File: config.mk
export PLATFORM = sky130hd
export DESIGN_NAME = sertx_top
export DESIGN_NICKNAME = d
export VERILOG_FILES = /design/src/rtl/sertx_pkg.sv /design/src/rtl/sertx_baud.sv /design/src/rtl/sertx_shifter.sv /design/src/rtl/sertx_regs.sv /design/src/rtl/sertx_top.sv
export SDC_FILE = /design/constraint.sdc
export NUM_CORES = 1
export LEC_CHECK = 0
export BUFFER_PORTS_ARGS = -buffer_cell sky130_fd_sc_hd__buf_2
export CAP_MARGIN = 10
export CORE_ASPECT_RATIO = 0.9
export CORE_UTILIZATION = 30
export CTS_BUF_LIST = sky130_fd_sc_hd__clkbuf_8
export CTS_CLUSTER_DIAMETER = 30
export DETAILED_ROUTE_END_ITERATION = 7
export PLACE_DENSITY_LB_ADDON = 0.05
export SLEW_MARGIN = 40
export SYNTH_ARGS = -nofsm -noshare
export SYNTH_HDL_FRONTEND = slang
export SYNTH_SLANG_ARGS = --single-unit
File: constraint.sdc
create_clock -name clk -period 2.25 [get_ports clk]
set_input_delay 0.45 -clock clk [delete_from_list [all_inputs] [get_ports clk]]
set_output_delay 0.45 -clock clk [all_outputs]
set_load 0.02 [all_outputs]
File: src/rtl/sertx_pkg.sv
package sertx_pkg;

    // Mode register layout; the packed order follows bit 7 down to bit 0.
    typedef struct packed {
        logic       sync_mode;   // bit 7: 0 asynchronous, 1 clocked synchronous
        logic       short_char;  // bit 6: 7-bit characters in asynchronous mode
        logic [3:0] spare;       // bits 5:2: stored only
        logic [1:0] clk_sel;     // bits 1:0: divider select
    } mode_t;

    localparam int FRAME_W = 10;
    localparam int LEN_W   = 4;

    // Bits leave from index 0 upward; unused upper bits are idle-high fill.
    function automatic logic [FRAME_W-1:0] build_frame(input mode_t m, input logic [7:0] d);
        if (m.sync_mode)
            return {2'b11, d};
        else if (m.short_char)
            return {2'b11, d[6:0], 1'b0};
        return {1'b1, d, 1'b0};
    endfunction

    function automatic logic [LEN_W-1:0] frame_len(input mode_t m);
        if (m.sync_mode)
            return LEN_W'(8);
        else if (m.short_char)
            return LEN_W'(9);
        return LEN_W'(10);
    endfunction

endpackage

File: src/rtl/sertx_baud.sv
module sertx_baud #(
    parameter int BASE_DIV = 2
) (
    input  logic       clk,
    input  logic       rst,
    input  logic       clr,
    input  logic       restart,
    input  logic       run,
    input  logic [1:0] sel,
    output logic       bit_end,
    output logic       low_phase
);
    localparam int MAX_P = BASE_DIV * 64;
    localparam int PW    = $clog2(MAX_P) + 1;

    logic [PW-1:0] period;
    logic [PW-1:0] cnt_q;

    always_comb begin
        period    = PW'(BASE_DIV) << {sel, 1'b0};
        bit_end   = run && (cnt_q == period - PW'(1));
        low_phase = cnt_q < (period >> 1);
    end

    always_ff @(posedge clk) begin
        if (clr || restart)
            cnt_q <= '0;
        else if (run)
            cnt_q <= (cnt_q == period - PW'(1)) ? '0 : cnt_q + PW'(1);
    end

    p_cnt_in_range_r8: assert property (@(posedge clk) disable iff (rst)
        run |-> cnt_q < period);
    p_wrap_to_zero_r8: assert property (@(posedge clk) disable iff (rst)
        bit_end |=> cnt_q == '0);

endmodule

File: src/rtl/sertx_shifter.sv
module sertx_shifter
    import sertx_pkg::*;
(
    input  logic       clk,
    input  logic       rst,
    input  logic       clr,
    input  logic       pending,
    input  logic [7:0] din,
    input  mode_t      mode_in,
    input  logic       bit_end,
    input  logic       low_phase,
    output logic       take,
    output logic       busy,
    output logic [1:0] sel,
    output logic       txd,
    output logic       sck
);
    logic               busy_q;
    logic [FRAME_W-1:0] sh_q;
    logic [LEN_W-1:0]   left_q;
    mode_t              mode_q;
    logic               last_end;

    always_comb begin
        last_end = busy_q && bit_end && (left_q == LEN_W'(1));
        take     = pending && (!busy_q || last_end);
        busy     = busy_q;
        sel      = mode_q.clk_sel;
        txd      = busy_q ? sh_q[0] : 1'b1;
        sck      = (busy_q && mode_q.sync_mode && low_phase) ? 1'b0 : 1'b1;
    end

    always_ff @(posedge clk) begin
        if (clr) begin
            busy_q <= 1'b0;
            sh_q   <= '1;
            left_q <= '0;
            mode_q <= '0;
        end else if (take) begin
            busy_q <= 1'b1;
            sh_q   <= build_frame(mode_in, din);
            left_q <= frame_len(mode_in);
            mode_q <= mode_in;
        end else if (busy_q && bit_end) begin
            sh_q   <= {1'b1, sh_q[FRAME_W-1:1]};
            left_q <= left_q - LEN_W'(1);
            if (left_q == LEN_W'(1))
                busy_q <= 1'b0;
        end
    end

    p_start_bit_low_r4: assert property (@(posedge clk) disable iff (clr || rst)
        take && !mode_in.sync_mode |=> !txd);
    p_sync_clock_low_r6: assert property (@(posedge clk) disable iff (clr || rst)
        take && mode_in.sync_mode |=> !sck);
    p_mode_held_r10: assert property (@(posedge clk) disable iff (clr || rst)
        busy_q && !take |=> $stable(mode_q));

endmodule

File: src/rtl/sertx_regs.sv
module sertx_regs
    import sertx_pkg::*;
(
    input  logic       clk,
    input  logic       rst,
    input  logic       clr,
    input  logic       wr_en,
    input  logic       addr,
    input  logic [7:0] wdata,
    input  logic       take,
    output logic [7:0] hold,
    output mode_t      mode,
    output logic       empty
);
    logic [7:0] hold_q;
    mode_t      mode_q;
    logic       empty_q;
    logic       wr_hold;
    logic       wr_mode;

    always_comb begin
        wr_hold = wr_en && !addr;
        wr_mode = wr_en && addr;
        hold    = hold_q;
        mode    = mode_q;
        empty   = empty_q;
    end

    always_ff @(posedge clk) begin
        if (clr) begin
            hold_q  <= 8'hFF;
            mode_q  <= '0;
            empty_q <= 1'b1;
        end else begin
            if (wr_hold)
                hold_q <= wdata;
            if (wr_mode)
                mode_q <= wdata;
            if (wr_hold)
                empty_q <= 1'b0;
            else if (take)
                empty_q <= 1'b1;
        end
    end

    p_write_clears_empty_r3: assert property (@(posedge clk) disable iff (clr || rst)
        wr_hold |=> !empty_q);
    p_take_sets_empty_r3: assert property (@(posedge clk) disable iff (clr || rst)
        take && !wr_hold |=> empty_q);
    p_hold_kept_r10: assert property (@(posedge clk) disable iff (clr || rst)
        !wr_hold |=> $stable(hold_q));

endmodule

File: src/rtl/sertx_top.sv
module sertx_top
    import sertx_pkg::*;
#(
    parameter int BASE_DIV = 2
) (
    input  logic       clk,
    input  logic       rst,
    input  logic       stop_req,
    input  logic       wr_en,
    input  logic       addr,
    input  logic [7:0] wdata,
    output logic [7:0] rdata,
    output logic       txd,
    output logic       sck,
    output logic       tx_empty
);
    logic       clr;
    logic [7:0] hold;
    mode_t      mode;
    logic       take;
    logic       busy;
    logic [1:0] sel;
    logic       bit_end;
    logic       low_phase;

    assign clr = rst || stop_req;

    sertx_regs u_regs (
        .clk   (clk),
        .rst   (rst),
        .clr   (clr),
        .wr_en (wr_en),
        .addr  (addr),
        .wdata (wdata),
        .take  (take),
        .hold  (hold),
        .mode  (mode),
        .empty (tx_empty)
    );

    sertx_shifter u_shift (
        .clk       (clk),
        .rst       (rst),
        .clr       (clr),
        .pending   (!tx_empty),
        .din       (hold),
        .mode_in   (mode),
        .bit_end   (bit_end),
        .low_phase (low_phase),
        .take      (take),
        .busy      (busy),
        .sel       (sel),
        .txd       (txd),
        .sck       (sck)
    );

    sertx_baud #(.BASE_DIV(BASE_DIV)) u_baud (
        .clk       (clk),
        .rst       (rst),
        .clr       (clr),
        .restart   (take),
        .run       (busy),
        .sel       (sel),
        .bit_end   (bit_end),
        .low_phase (low_phase)
    );

    assign rdata = addr ? mode : hold;

    p_stop_restores_r1: assert property (@(posedge clk) disable iff (rst)
        stop_req |=> hold == 8'hFF && mode == '0 && tx_empty && txd && sck);

endmodule

# Word-level counts from Yosys, hierarchy flattened

Index checks and enable logic that the tools add are counted.

ROM bits: 0
Output and inout port bits: 11
Memory bits (writable): 0
Memories kept: 0
Latch bits: 0
Flip-flop bits (word level): 43

Reduce and logical (&&, ||, !) cells: 18
$mul: 0
Equal/unequal tests: 2
Shift operators: 1
$lt $le $gt $ge: 1
Muxes and demuxes: 23
Div/mod/pow operators: 0
Add/subtract/negate cells: 3
Bitwise operators: 0

Operator list:

| cell                  | number |
|---|---|
| $mux W10              | 5 |
| $mux W4               | 5 |
| $mux W8               | 2 |
| $mux W1               | 11 |
| $add A8 B1 Y8 const B | 1 |
| $eq A8 B8 Y1          | 1 |
| $logic_and A1 B1 Y1   | 8 |
| $lt A8 B7 Y1          | 1 |
| $shl A2 B3 Y8 const A | 1 |
| $sub A8 B1 Y8 const B | 1 |
| $reduce_bool A2 Y1    | 3 |
| $eq A4 B1 Y1 const B  | 1 |
| $sub A4 B1 Y4 const B | 1 |
| $logic_not A1 Y1      | 3 |
| $logic_or A1 B1 Y1    | 3 |
| $reduce_and A2 Y1     | 1 |

# Depth between registers and ports, before layout

Gate-level depths: netlist of the first run.

Depth in word-level cells: 12
Gate-level depth with buffers: 10

# By module

Synthesis of the first run repeated with hierarchy kept, for this count alone.

Cells, all modules: 263
Area, all modules: 2364.8 µm²

By module, submodules not included:

| module        | area each (µm²) | instances | cells an instance |
|---|---|---|---|
| sertx_shifter | 923.4           | 1         | 112 |
| sertx_regs    | 748.2           | 1         | 76 |
| sertx_baud    | 551.8           | 1         | 64 |
| sertx_top     | 141.4           | 1         | 11 |

# Least setup slack after synthesis of the first run

OpenSTA, ideal clock, no wires.

Path type: reg2reg
From: register u_shift.mode_q (netlist bit u_shift.sel[1])
To: register u_shift.sh_q[0]
Setup time: 0.120 ns
Path slack: -0.220 ns
Arrival: 2.350 ns
Path buffers: 1
Cell stages (with the launch flop): 9
Clock period less this slack: 2.470 ns
Required time: 2.130 ns
Cells stage by stage: dfxtp_1 > buf_6 > or2_1 > ha_1 > xnor2_1 > o211ai_1 > a2111oi_4 > mux2_1 > a211o_1

Word-level cells in the longest chain between the ends: 9
Elaborated cells on any way between the ends: 10
Those cells by class: 1 x add/sub; 1 x eq/ne; 1 x shift; 1 x mux; 6 x reduce/logical

Ends and longest elaborated chain:

| element                                               | RTL line                                 | text |
|---|---|---|
| from (decl)                                           | sertx_shifter.sv:21                      | `mode_t mode_q;` |
| from (signal assigned)                                | sertx_shifter.sv:43                      | `mode_q <= mode_in;` |
| $shl A2 B3 Y8 *                                       | sertx_baud.sv:20                         | `period = PW'(BASE_DIV) << {sel, 1'b0};` |
| $sub A8 B1 Y8 *                                       | sertx_baud.sv:21                         | `bit_end = run && (cnt_q == period - PW'(1));` |
| $eq A8 B8 Y1 *                                        | sertx_baud.sv:21                         |  |
| $logic_and A1 B1 Y1 *                                 | sertx_baud.sv:21                         |  |
| $logic_and A1 B1 Y1 *                                 | sertx_shifter.sv:25, sertx_shifter.sv:44 |  |
| $logic_and A1 B1 Y1                                   | sertx_shifter.sv:25                      | `last_end = busy_q && bit_end && (left_q == LEN_W'(1));` |
| $logic_or A1 B1 Y1                                    | sertx_shifter.sv:26                      | `take = pending && (!busy_q \|\| last_end);` |
| $logic_and A1 B1 Y1                                   | sertx_shifter.sv:26                      |  |
| $mux W10 / $reduce_bool A2 Y1 (equally long branches) | n/a                                      |  |
| to (signal assigned)                                  | sertx_shifter.sv:41                      | `sh_q <= build_frame(mode_in, din);` |
| to (signal assigned)                                  | sertx_shifter.sv:45                      | `sh_q <= {1'b1, sh_q[FRAME_W-1:1]};` |
| to (decl)                                             | sertx_shifter.sv:19                      | `logic [FRAME_W-1:0] sh_q;` |

Every way passes the cells marked *; elsewhere a longest branch is shown, timed or not.
A chain may end at the register's enable or synchronous reset.

# Final worst setup path of the first run

From: register u_shift.mode_q (netlist bit u_shift.sel[0])
To: output port sck

Word-level cells in the longest chain between the ends: 4

Ends and longest elaborated chain:

| element             | RTL line            | text |
|---|---|---|
| $shl A2 B3 Y8       | sertx_baud.sv:20    |  |
| $lt A8 B7 Y1        | sertx_baud.sv:22    | `low_phase = cnt_q < (period >> 1);` |
| $logic_and A1 B1 Y1 | sertx_shifter.sv:30 | `sck = (busy_q && mode_q.sync_mode && low_phase) ? 1'b0 : 1'b1;` |
| $mux W1             | sertx_shifter.sv:30 |  |
| to (decl)           | sertx_top.sv:14     | `output logic sck,` |

Every way passes these cells.

==> run metrics, run 1 <==
FF-to-FF Start=u_shift.sel[0]; largest net degree at the start of global routing=28; CP max stage cell=or4b_4; Synth Net Count=280; final std cells w/o fill=392; CTS max path bufs=2; FFs w/ async S/R, synth=0; max-slew violations=0; Mapped Area=approximately 2300 µm²; Initial Utilization=0.318; Critical Path Start Type=register; worst-path cell chain=or2_4 -> o31ai_4 -> a21boi_1 -> o31a_1 -> or4b_4 -> buf_6; pre-CTS WS=-0.0884 ns; core area=7260 µm²; violations in the final reports=negative setup slack; H-tree Lvls=2; dpl cells=378; dominant cell type by area after synthesis=dfxtp_1; GRT Overall Usage=0.161; Num Clock Sinks=42; top cell type's share of synthesized area=0.365; Synth cell types=between 50 and 60; first-pass GRT wire length=approximately 10000 µm; Clock Pin Slew Worst Setup and Hold Paths=~0.09 ns; # fillers=760; setup ws final=-0.314 ns; Detail Route Antenna Nets=0; initial drt markers=just over 40; vias in the first global route=between 1500 and 2000; Pre-antenna DRT Iters=4; fmax=roughly 390 MHz; final setup fails=9; grt total ovfl=0; commonest non-fill, non-tap cell in the layout=dfxtp_1; Rel. slew slack=0.626; class of the worst hold path=in -> reg; Tcrit/Tclk final=1.14; gpl congestion=a little over 0.7; CTS Root Cell=clkbuf_8; Boundary Pins=24; # DRC=0; RSZ-0062 raised after global routing=yes; Worst Hold Launch=wdata[5]; P_leak=around 1.1 nW; Fin. Hold Viols=0; DP HPWL=4160 µm; status=finished with violations; total number of vias=between 1500 and 2000; cts bufs inserted=5; CP Class=reg -> out; Post-synth top flop=dfxtp_1; die area=~8000 µm²; crit path DAT=roughly 2.1 ns; initial antenna violation count=0; port buffer count=23; fin crit period=around 2.6 ns; Worst VDD drop=0.286 mV; Post-synth EDFFs=0; WP data required=between 1.5 and 2 ns; Worst Setup SP=u_shift.sel[0]; Vias/cell=between 5 and 6; Post-Synthesis Mean Instance Area=8.86 µm²; Post-Synthesis Cells=between 200 and 300; critical path endpoint category=output pin; FP Rows=29; Routed WL=6100 µm; mean routed wirelength per cell=15.6 µm; slowest stage delay, CP=0.51 ns; Hold-fix buffers, CTS=0; Setup TNS=-0.523 ns; # diodes=0; Power Dens Cells=~560 nW/µm²; Clock Skews=between 0.005 and 0.006 ns; leading post-synthesis cells by cell area=dfxtp_1, nand3_1, nand2_1; Skew-Pair Late Insertion Delay=roughly 0.30 ns; Worst-Margin Slew=0.561 ns; MaxCap Viol Count=0; Yosys reg bits=42; die width=roughly 94 µm; most frequent cells in the layout=dfxtp_1, nand2_1, nand3_1; sequential area share after synthesis=0.365; number of synthesis warnings=0; CTS tree=yes; Critical Path Fanout Max=5; Final #Nets=approximately 320; chip height=85.2 µm; Syn-to-layout area delta=30.0%; layout cells sized above 1=0.348
## path summary, 6_finish.rpt
kind                                     endpoint  slack [ns]  depth (start not counted)
worst max register to register  u_shift.left_q[0]       -0.04                          8
worst min register to register     u_regs.mode[5]        0.46                          2
worst max-delay path                          sck       -0.31                          6
worst min-delay path               u_regs.hold[5]        0.37                          3
## synth_stat cells, drive strengths merged, types with 6 or more instances
library cell	n
dfxtp	42
nand2	30
nand3	27
a21oi	15
buf	11
clkbuf	11
mux2	10
nor3	10
nand4	9
a31oi	8
mux2i	8
a21o	7
ha	7
xnor2	7
nand2b	6
nor2	6
## repair_timing
action,4_1_cts,5_1_grt
resized for setup,8,22
endpoints found under the hold margin,0,0
gates cloned,0,0
buffers inserted,0,6
pin swaps,1,9
endpoints found under the setup margin,6,19
## metrics by stage
step                hold WS, ns   util  power, mW  instance area [µm²]
floorplan                 0.433      -      0.871                 2350
global placement          0.444  0.368      0.927                 2670
detailed placement        0.447  0.368      0.927                 2670
CTS                       0.360  0.392       1.68                 2850
global route              0.368  0.413       1.73                 3000
finish                    0.373  0.413       1.66                 3000
## cell families after synthesis
kind of cell	after synthesis	share of synthesized area
AO/OA/AOI/OAI	52	0.174
multiplexers	18	0.0836
buffers and inverters	25	0.0521
adder cells (fa/ha/maj)	7	0.0380
AND/OR/NAND/NOR	106	0.249
flip-flops	42	0.365
XOR/XNOR	10	0.0380
## report_power, final
part	switching [mW]	internal, mW
registers	0.0106	0.753
logic	0.0850	0.0621
clock network	0.278	0.474
## routing by layer
metal  wire, µm  track usage  part of all wire  vias up
met5          0            0                 0        -
met4         65       0.0420             0.011        0
met3        127       0.0296             0.021        7
met2       2710        0.249              0.44       24
met1       3200        0.230              0.52      942
li1           -            -                 -     1013
## layout make-up
type	count	area [µm²]	area share
multi-input cells	193	1480	0.494
flip-flops and latches	42	847	0.283
repair buffers	53	399	0.133
well taps	93	116	0.0388
clock buffers	6	82.6	0.0276
clock inverters	2	60.1	0.0201
inverters	3	11.3	0.00376
## flip-flops by register name, summed over array words and instances (netlist names)
register and flops:
u_regs.mode 8, u_shift.sel 2, u_shift.left_q 4, u_shift.busy 1, u_shift.mode_q 1, u_baud.cnt_q 8, u_regs.hold 8, u_shift.sh_q 9
u_regs.empty 1
## critical path, delay by kind of cell, from the launching register on
family          cells  cell delay, ns
simple gates        2            0.79
flops               1            0.37
compound gates      3            0.52
buf+inv             1            0.14
Power figures use the tool's default switching activity.
==> run 2, diff against run 1 <==
- CTS_BUF_LIST: sky130_fd_sc_hd__clkbuf_8 -> sky130_fd_sc_hd__clkbuf_16
- MAX_ROUTING_LAYER: not set -> met4
==> run 2 against run 1 <==
  * The run still ends with negative setup slack left
  * Final cell count unchanged
  * Combinational power barely moved
  * Clock skew about the same
  * Worst setup slack better by 0.022 ns
  * Fmax rose by 0.87%
  * Flip-flop and latch count did not move
  * Sequential power about the same
  * Sequential share of layout area is 0.81 points lower
  * Via count rose by 1.4%
  * Non-clock buffer count unchanged
  * Worst hold slack gained 0.017 ns
  * Critical path type unchanged
  * Largest power group is now clock
  * Highest routed layer unchanged
==> run metrics, run 2 (same netlist as run 1, synthesis figures left out) <==
GRT Overall Usage=0.166; Routed WL=6130 µm; CP Class=reg -> out; mean routed wirelength per cell=approximately 16 µm; Fin. Hold Viols=0; crit path DAT=around 2.1 ns; P_leak=around 1.1 nW; Tcrit/Tclk final=1.13; Rel. slew slack=0.613; max reg flops=9; Power Dens Cells=about 600 nW/µm²; Vias/cell=5.14; setup ws final=-0.292 ns; initial drt markers=50; # fillers=roughly 750; chip height=~85 µm; # diodes=0; status=finished with violations; fin crit period=roughly 2.5 ns; final core occ=0.425; Final #Nets=between 300 and 400; H-tree Lvls=2; Num Clock Sinks=42; Clock Pin Slew Worst Setup and Hold Paths=~0.060 ns; vias in the first global route=about 1900; Hold-fix buffers, CTS=0; DP HPWL=4160 µm; final setup fails=17; grt total ovfl=0; CTS max path bufs=2; CTS Root Cell=clkbuf_16; R2R cell count=7; Syn-to-layout area delta=33.8%; Hold Path Stages=3; die area=~8000 µm²; commonest non-fill, non-tap cell in the layout=dfxtp_1; dpl cells=roughly 380; MaxCap Viol Count=0; CTS tree=yes; first-pass GRT wire length=about 10000 µm; FP Rows=29; max-slew violations=0; Worst-Margin Slew=about 0.58 ns; Detail Route Antenna Nets=0; violations in the final reports=negative setup slack; Boundary Pins=24; Pre-antenna DRT Iters=4; WP data required=1.80 ns; critical path endpoint category=output pin; GR peak layer=met2; met1 Resource Use GR=0.228; grt met3 use=0.0296; most frequent cells in the layout=dfxtp_1, nand2_1, nand3_1; RSZ-0062 raised after global routing=yes; Biggest register=u_shift.sh_q; final std cells w/o fill=just under 400; Skew-Pair Late Insertion Delay=~0.28 ns; initial antenna violation count=0; cts bufs inserted=5; M2 GR Usage=0.251; class of the worst hold path=in -> reg; Critical Path Start Type=register; Initial Utilization=0.318; layout cells sized above 1=0.365; largest net degree at the start of global routing=28; fmax=slightly below 400 MHz; total number of vias=roughly 2000; port buffer count=23; Clock Skews=~0.0065 ns; core area=between 7000 and 8000 µm²; die width=approximately 94 µm; Critical Path Fanout Max=5; gpl congestion=roughly 0.71; Worst VDD drop=0.317 mV; # DRC=0
-- run 2: critical path, cell delays in order, from the launching register on --
cell      delay (ns)
dfxtp_4         0.36
or2_4           0.28
o31ai_4         0.18
a21boi_1        0.10
o31a_1          0.24
or4b_4          0.51
buf_6           0.14
-- run 2: path summary, 6_finish.rpt --
| kind | startpoint | to | slack [ns] |
|---|---|---|---|
| setup / recovery | u_shift.sel[0] | sck | -0.29 |
| hold / removal | wdata[7] | u_regs.hold[7] | 0.39 |
| setup reg to reg | u_shift.sel[0] | u_shift.sh_q[8] | -0.05 |
| hold reg to reg | u_regs.mode[5] | u_regs.mode[5] | 0.45 |
-- run 2: cell type report --
| type | instances | area [µm²] | area share |
|---|---|---|---|
| sequential | 42 | 847 | 0.275 |
| clock buffer | 5 | 125 | 0.0406 |
| clock inverter | 3 | 63.8 | 0.0207 |
| inverter | 3 | 11.3 | 0.00365 |
| timing repair buffer | 53 | 403 | 0.131 |
| multi-input combinational | 193 | 1520 | 0.492 |
| tap | 93 | 116 | 0.0377 |
-- run 2: where the power goes --
group | switching [mW] | leakage [nW] | internal [mW]
Sequential | 0.0107 | 0.342 | 0.754
Combinational | 0.0865 | 0.706 | 0.0635
Clock | 0.296 | 0.0915 | 0.632
Total | 0.393 | 1.14 | 1.45
-- run 2: routing by layer --
| metal | part of all wire | routed length (µm) |
|---|---|---|
| met5 | 0 | 0 |
| met3 | 0.030 | 181 |
| met1 | 0.51 | 3100 |
| met2 | 0.45 | 2780 |
| met4 | 0.011 | 66 |
-- run 2: timing repair --
item                                    4_1_cts  5_1_grt
buffers inserted                              2        4
pin swaps                                     3       17
endpoints found under the setup margin        7       13
resized for setup                             8       30
-- run 2: through the flow --
stage          setup slack (ns)  cell area (µm²)  hold WS [ns]  total power [mW]  setup TNS [ns]
6_report                 -0.292             3080         0.390              1.84          -0.694
3_3_place_gp            -0.0733             2670         0.444             0.927         -0.0733
3_5_place_dp            -0.0884             2670         0.447             0.927          -0.113
5_1_grt                  -0.360             3080         0.397              1.91           -2.35
4_1_cts                  -0.310             2910         0.386              1.86          -0.314
2_1_floorplan           -0.0276             2350         0.433             0.871         -0.0389
